## config.mk

```make
export PLATFORM = sky130hd
export DESIGN_NAME = uart_rx_store
export DESIGN_NICKNAME = d
export VERILOG_FILES = /design/src/rtl/uart_rx_pkg.sv /design/src/rtl/rxb_store.sv /design/src/rtl/rxb_ctrl.sv /design/src/rtl/rxb_status.sv /design/src/rtl/uart_rx_store.sv
export SDC_FILE = /design/constraint.sdc
export NUM_CORES = 1
export LEC_CHECK = 0
export ABC_AREA = 1
export ABC_CLOCK_PERIOD_IN_PS = 3480
export BUFFER_PORTS_ARGS = -buffer_cell sky130_fd_sc_hd__buf_4
export CAP_MARGIN = 20
export CORE_MARGIN = 8
export CORE_UTILIZATION = 60
export DETAILED_ROUTE_END_ITERATION = 8
export PLACE_DENSITY = 0.78
export SETUP_SLACK_MARGIN = 0.4
export SYNTH_ARGS = -nofsm -noshare
export SYNTH_HDL_FRONTEND = slang
export SYNTH_SLANG_ARGS = --single-unit
```

## constraint.sdc

```tcl
create_clock -name clk -period 3.48 [get_ports clk]
set_clock_uncertainty 0.2 [all_clocks]
set_input_delay 0.348 -clock clk [delete_from_list [all_inputs] [get_ports clk]]
set_output_delay 0.348 -clock clk [all_outputs]
set_load 0.005 [all_outputs]
```

## src/rtl/uart_rx_pkg.sv

```systemverilog
package uart_rx_pkg;
  typedef enum logic {
    MODE_SINGLE = 1'b0,
    MODE_QUEUE  = 1'b1
  } rx_mode_e;

  // position of the break flag above the character field
  localparam int unsigned BRK_OFS = 2;
endpackage

```

## src/rtl/rxb_store.sv

```systemverilog
module rxb_store #(
  parameter int unsigned DEPTH = 16,
  parameter int unsigned EW    = 12,
  localparam int unsigned IW   = $clog2(DEPTH)
) (
  input  logic          clk,
  input  logic          rst_n,
  input  logic          we_i,
  input  logic [IW-1:0] wslot_i,
  input  logic [EW-1:0] wdata_i,
  input  logic [IW-1:0] ridx_i,
  output logic [EW-1:0] rdata_o
);
  logic [EW-1:0] mem [DEPTH];

  always_ff @(posedge clk) begin
    for (int k = 0; k < DEPTH; k++) begin
      if (!rst_n) mem[k] <= '0;
      else if (we_i && wslot_i == IW'(k)) mem[k] <= wdata_i;
    end
  end

  assign rdata_o = mem[ridx_i];

  // a write is stored in the addressed slot
  assert_write_lands_R1: assert property (@(posedge clk) disable iff (!rst_n)
    we_i |=> mem[$past(wslot_i)] == $past(wdata_i));
endmodule

```

## src/rtl/rxb_ctrl.sv

```systemverilog
module rxb_ctrl
  import uart_rx_pkg::*;
#(
  parameter int unsigned DEPTH = 16,
  parameter int unsigned TRIG  = 1,
  localparam int unsigned IW   = $clog2(DEPTH),
  localparam int unsigned CW   = $clog2(DEPTH + 1)
) (
  input  logic          clk,
  input  logic          rst_n,
  input  logic          mode_i,
  input  logic          push_i,
  input  logic          pop_i,
  output logic          ready_o,
  output logic          accept_o,
  output logic          pop_take_o,
  output logic [IW-1:0] wslot_o,
  output logic [IW-1:0] ridx_o,
  output logic          empty_o,
  output logic          full_o,
  output logic          irq_o,
  output logic          ovf_o
);
  rx_mode_e      mode_q;
  logic [CW-1:0] cnt_q, cnt_nxt;
  logic [IW-1:0] idx_q, idx_nxt;
  logic          irq_q, ovf_q;
  logic          toggle, room, deq;
  logic [CW:0]   slot_sum;

  assign toggle     = (rx_mode_e'(mode_i) != mode_q);
  assign room       = (mode_q == MODE_QUEUE) ? (cnt_q < CW'(DEPTH)) : (cnt_q == '0);
  assign ready_o    = !toggle && room;
  assign accept_o   = push_i && ready_o;
  assign pop_take_o = pop_i && !toggle;
  assign deq        = pop_take_o && (cnt_q != '0);

  always_comb begin
    slot_sum = (CW+1)'(idx_q) + (CW+1)'(cnt_q);
    if (slot_sum >= (CW+1)'(DEPTH)) wslot_o = IW'(slot_sum - (CW+1)'(DEPTH));
    else                            wslot_o = IW'(slot_sum);
  end

  always_comb begin
    if (toggle) begin
      cnt_nxt = '0;
      idx_nxt = '0;
    end else begin
      cnt_nxt = cnt_q + CW'(accept_o) - CW'(deq);
      if (deq) idx_nxt = (idx_q == IW'(DEPTH - 1)) ? '0 : idx_q + 1'b1;
      else     idx_nxt = idx_q;
    end
  end

  always_ff @(posedge clk) begin
    if (!rst_n) begin
      mode_q <= MODE_SINGLE;
      cnt_q  <= '0;
      idx_q  <= '0;
      irq_q  <= 1'b0;
      ovf_q  <= 1'b0;
    end else begin
      mode_q <= rx_mode_e'(mode_i);
      cnt_q  <= cnt_nxt;
      idx_q  <= idx_nxt;
      ovf_q  <= push_i && !accept_o;
      if (!toggle) begin
        if (accept_o && cnt_nxt == CW'(TRIG))            irq_q <= 1'b1;
        else if (pop_take_o && cnt_nxt == CW'(TRIG - 1)) irq_q <= 1'b0;
      end
    end
  end

  assign ridx_o  = idx_q;
  assign empty_o = (cnt_q == '0);
  assign full_o  = (mode_q == MODE_QUEUE) ? (cnt_q == CW'(DEPTH)) : (cnt_q != '0);
  assign irq_o   = irq_q;
  assign ovf_o   = ovf_q;

  assert_cnt_bound_R2: assert property (@(posedge clk) disable iff (!rst_n)
    cnt_q <= CW'(DEPTH));
  assert_single_cap_R3: assert property (@(posedge clk) disable iff (!rst_n)
    (mode_q == MODE_SINGLE) |-> cnt_q <= CW'(1));
  assert_no_overflow_R5: assert property (@(posedge clk) disable iff (!rst_n)
    (push_i && !ready_o && !pop_i && !toggle) |=> cnt_q == $past(cnt_q));
  assert_empty_pop_R6: assert property (@(posedge clk) disable iff (!rst_n)
    (pop_i && cnt_q == '0 && !push_i && !toggle) |=> (idx_q == $past(idx_q) && cnt_q == '0));
  assert_flush_R9: assert property (@(posedge clk) disable iff (!rst_n)
    (mode_i != $past(mode_i)) |=> (cnt_q == '0 && idx_q == '0));
  assert_irq_set_R10: assert property (@(posedge clk) disable iff (!rst_n)
    (accept_o && !pop_i && cnt_q == CW'(TRIG - 1)) |=> irq_q);
  assert_both_hold_R11: assert property (@(posedge clk) disable iff (!rst_n)
    (accept_o && pop_take_o && cnt_q != '0) |=> cnt_q == $past(cnt_q));
endmodule

```

## src/rtl/rxb_status.sv

```systemverilog
module rxb_status #(
  parameter int unsigned EW     = 12,
  parameter int unsigned DATA_W = 8,
  localparam int unsigned SW    = EW - DATA_W
) (
  input  logic          clk,
  input  logic          rst_n,
  input  logic          pop_i,
  input  logic          clr_i,
  input  logic [EW-1:0] entry_i,
  output logic [SW-1:0] status_o
);
  logic [SW-1:0] stat_q;

  always_ff @(posedge clk) begin
    if (!rst_n)     stat_q <= '0;
    else if (pop_i) stat_q <= entry_i[EW-1:DATA_W];
    else if (clr_i) stat_q <= '0;
  end

  assign status_o = stat_q;

  assert_capture_R8: assert property (@(posedge clk) disable iff (!rst_n)
    pop_i |=> status_o == $past(entry_i[EW-1:DATA_W]));
  assert_clear_R8: assert property (@(posedge clk) disable iff (!rst_n)
    (clr_i && !pop_i) |=> status_o == '0);
endmodule

```

## src/rtl/uart_rx_store.sv

```systemverilog
module uart_rx_store
  import uart_rx_pkg::*;
#(
  parameter int unsigned DEPTH  = 16,
  parameter int unsigned DATA_W = 8,
  parameter int unsigned ERR_W  = 4,
  parameter int unsigned TRIG   = 1,
  localparam int unsigned EW    = DATA_W + ERR_W,
  localparam int unsigned IW    = $clog2(DEPTH)
) (
  input  logic             clk,
  input  logic             rst_n,
  input  logic             fifo_en,
  input  logic             in_valid,
  output logic             in_ready,
  input  logic [EW-1:0]    in_data,
  input  logic             in_break,
  input  logic             rd_en,
  output logic [EW-1:0]    rd_data,
  input  logic             stat_clr,
  output logic [ERR_W-1:0] rx_status,
  output logic             empty,
  output logic             full,
  output logic             rx_irq,
  output logic             overflow
);
  localparam logic [EW-1:0] BREAK_ENTRY = EW'(1) << (DATA_W + BRK_OFS);

  logic          accept, pop_take;
  logic [IW-1:0] wslot, ridx;
  logic [EW-1:0] wdata;

  assign wdata = in_break ? BREAK_ENTRY : in_data;

  rxb_ctrl #(.DEPTH(DEPTH), .TRIG(TRIG)) u_ctrl (
    .clk        (clk),
    .rst_n      (rst_n),
    .mode_i     (fifo_en),
    .push_i     (in_valid),
    .pop_i      (rd_en),
    .ready_o    (in_ready),
    .accept_o   (accept),
    .pop_take_o (pop_take),
    .wslot_o    (wslot),
    .ridx_o     (ridx),
    .empty_o    (empty),
    .full_o     (full),
    .irq_o      (rx_irq),
    .ovf_o      (overflow)
  );

  rxb_store #(.DEPTH(DEPTH), .EW(EW)) u_store (
    .clk     (clk),
    .rst_n   (rst_n),
    .we_i    (accept),
    .wslot_i (wslot),
    .wdata_i (wdata),
    .ridx_i  (ridx),
    .rdata_o (rd_data)
  );

  rxb_status #(.EW(EW), .DATA_W(DATA_W)) u_stat (
    .clk      (clk),
    .rst_n    (rst_n),
    .pop_i    (pop_take),
    .clr_i    (stat_clr),
    .entry_i  (rd_data),
    .status_o (rx_status)
  );

  // a break push stores the marker value
  assert_break_entry_R7: assert property (@(posedge clk) disable iff (!rst_n)
    (accept && in_break && !rd_en) |=> !empty);
  assert_overflow_pulse_R5: assert property (@(posedge clk) disable iff (!rst_n)
    (in_valid && !in_ready) |=> overflow);
endmodule

```

==> results.toml <==
[critical_path]
crit_required_ps = 2930
r2r-start = "u_ctrl.ridx_o[0]"
cp.arrival_ps = 2440
critical_path.most_common_cell = "buf_4"
cp_max_fo = 24
crit_slowest_cell = "clkinvlp_4"
crit_chain = "clkinvlp_4 > buf_4 > o21ai_0 > o22ai_1 > o211ai_1 > nand2_1 > buf_4"
start_kind = "flip-flop"
slowest_delay_ps = 450
critPathCaptureType = "primary output"
setup.worst_path.class = "flip-flop to primary output"

[yosys]
synth.most_common_cell = "edfxtp_1"
synthXorXnorAreaFrac_pct = 0.340
synth_area_leaders = "edfxtp_1 (56%), nand2_1 (6.8%), nor2_2 (6.7%)"
yosysTopAreaCell = "edfxtp_1"
synth_top_area_share_pct = 56.0
synthMuxAreaShare_pct = 0
synth_fa_ha_area_share_pct = 1.60
yosys-top-cells-count = "edfxtp_1 (192), nand2_1 (187), nor2_1 (167)"
synth_edf_count = 192
synth-simple-area-share_pct = 25.0
ys_seq_elements = 212
synth_top_family_by_area = "simple AND/OR/NAND/NOR gates"
postSynthNetCount = 1066
synth_compound_area_share_pct = 7.22
seq_area_frac_synth_pct = 59.9
synth-main-ff-cell = "edfxtp_1"
syn_inst = 1035
syn_area_per_cell_um2 = 9.95
ys_types = 31
synth_area_mm2 = 0.0103
async_flop_share_pct = 0
yosys_warnings = 0

[clock_tree]
clock_latency_ps = 500
cts.sinks = 212
cts_tree = "built"
cts_root_buf = "clkbuf_16"
cts_inserted_buffers = 23
clk_pin_slew_ps = 60
htreeDepth = 1
clockBufferDepth = 3

[route]
wl_per_cell_um = 19.5
drt-initial-drc-count = 828
ant_nets = 0
dr.pass1.iters = 6
routed-via-count = 7494
via_per_inst = 5.83
finalWirelength_mm = 25.1
drc_errors = 0

[sta]
max_slew_margin_pct = 31.1
finalSetupViolations = 0
max_freq_mhz = 334
rsz0062_at_grt = "yes"
hold_viol = 0
fin_tns_setup_ps = 0
setup_ws_ps = 489
fin_crit_ps = 2990
max_slew.worst_pin.slew_ps = 1030
maxSlewViolCount = 0
post-route-period-util_pct = 86.0

[global_routing]
grt_busiest_layer = "met2"
grtUsageMet2_pct = 38.3
grt_max_degree = 97
grt_overflow = 0
use_met3_pct = 4.24
grt_pass1_vias = 7257
grt_antenna_before_repair = 0
grt_pass1_wl_mm = 38.8
grt_use_total_pct = 22.8
met1_usage_pct = 28.6

[final_layout]
post-route-util_pct = 66.8
drive_gt1_share_pct = 21.9
seq_area_mm2 = 0.00617
n_fill_cell = 1331
multi_input_area_mm2 = 0.00356
nets = 1076
antennaDiodeCount = 0
area_delta_synth_final_pct = 10.6

[floorplan]
num_io_pins = 40
start_util_pct = 60.4
rows = 48
die_area_mm2 = 0.0216
core_mm2 = 0.0171
die_x_um = 147
die_h_um = 147

[min_path]
hold_start = "stat_clr"
hold_path.class = "input port to flip-flop"

[pwr]
powerDensity_mw_per_mm2 = 628
peakVddDrop_v = 0.000513
p_leak_nw = 4.32

[run_status]
status = "finished clean"

[place]
port_buffers = 39
pre_cts_ws_ps = 508
dp_hpwl_mm = 15.7
gp_congestion = 0.871

[flow_run]
maxCapViolCount = 0
-- metal layers --
metal | wire length (um) | up-vias
li1 | - | 3494
met1 | 9670 | 3532
met2 | 12300 | 396
met3 | 2180 | 72
met4 | 994 | 0
met5 | 0 | -
-- placed cells by master (no fill, tap or decap), types with 17 or more instances in the layout --
| cell type | count |
|---|---|
| nor2_2 | 112 |
| nand3_2 | 17 |
| o21ai_0 | 66 |
| o221ai_1 | 21 |
| edfxtp_1 | 192 |
| clkbuf_16 | 23 |
| inv_1 | 63 |
| nand2_1 | 184 |
| dfxtp_1 | 18 |
| nand3_1 | 53 |
| buf_4 | 49 |
| nor2_1 | 165 |
-- sequential cells by signal (all words and copies together) (netlist names), named ones only --
register	count
u_ctrl.irq_o	1
u_ctrl.ovf_o	1
u_ctrl.ridx_o	4
u_ctrl.cnt_q	5
u_store.mem	192
u_ctrl.mode_q	1
u_stat.status_o	4
-- area by class of cell --
class / instances / share of cell area [%]
Clock buffer: 33 / 5.56
Clock inverter: 8 / 0.395
Inverter: 67 / 2.26
Multi-Input combinational cell: 686 / 31.3
Sequential cell: 212 / 54.2
Tap cell: 225 / 2.47
Timing Repair Buffer: 55 / 3.88
-- where the power goes --
part / total (W) / switching, W / internal [W]
combinational: 0.00188 / 0.00127 / 0.000617
sequential: 0.00304 / 0.0000710 / 0.00297
clock: 0.00223 / 0.000967 / 0.00126
-- repair_timing --
action                                  CTS  global route
endpoints found under the setup margin    0            74
gates resized for setup                   0            15
setup buffers                             0             2
hold buffers                              4             0
hold endpoints to repair                  3             0
-- metrics by stage --
stage               power [W]  area (um^2)  std cells  hold WS (ps)
detailed placement    0.00490        10600       1239           260
global route          0.00744        11400       1286          66.4
global placement      0.00486        10600       1239           253
finish                0.00715        11400       1286          40.5
floorplan             0.00426        10300       1035           241
CTS                   0.00711        11300       1284          30.5
-- logic make-up (layout without fill, tap and decap cells) --
kind of cell / after synthesis / after routing
and+or+nand+nor: 547 / 547
DFF: 212 / 212
buffers and inverters: 137 / 163
AOI/OAI and AO/OA: 123 / 123
adders and majority gates: 12 / 12
xor gates and xnor gates: 4 / 4
-- path summary, 6_finish.rpt --
| check | cells past startpoint | to | slack, ps |
|---|---|---|---|
| setup / recovery | 7 | rd_data[1] | 490 |
| hold / removal | 5 | u_stat.status_o[0] | 40 |
| hold reg to reg | 2 | u_stat.status_o[0] | 270 |
| setup reg to reg | 6 | u_store.mem[10][10] | 500 |
-- worst max-delay path, delay by kind of cell, from the launching register on --
family	cells	cell delay, ps
and+or+nand+nor	1	120
AOI/OAI and AO/OA	3	460
buffers and inverters	3	990
DFF	1	370
No activity file was read; power rests on OpenSTA's default activity.
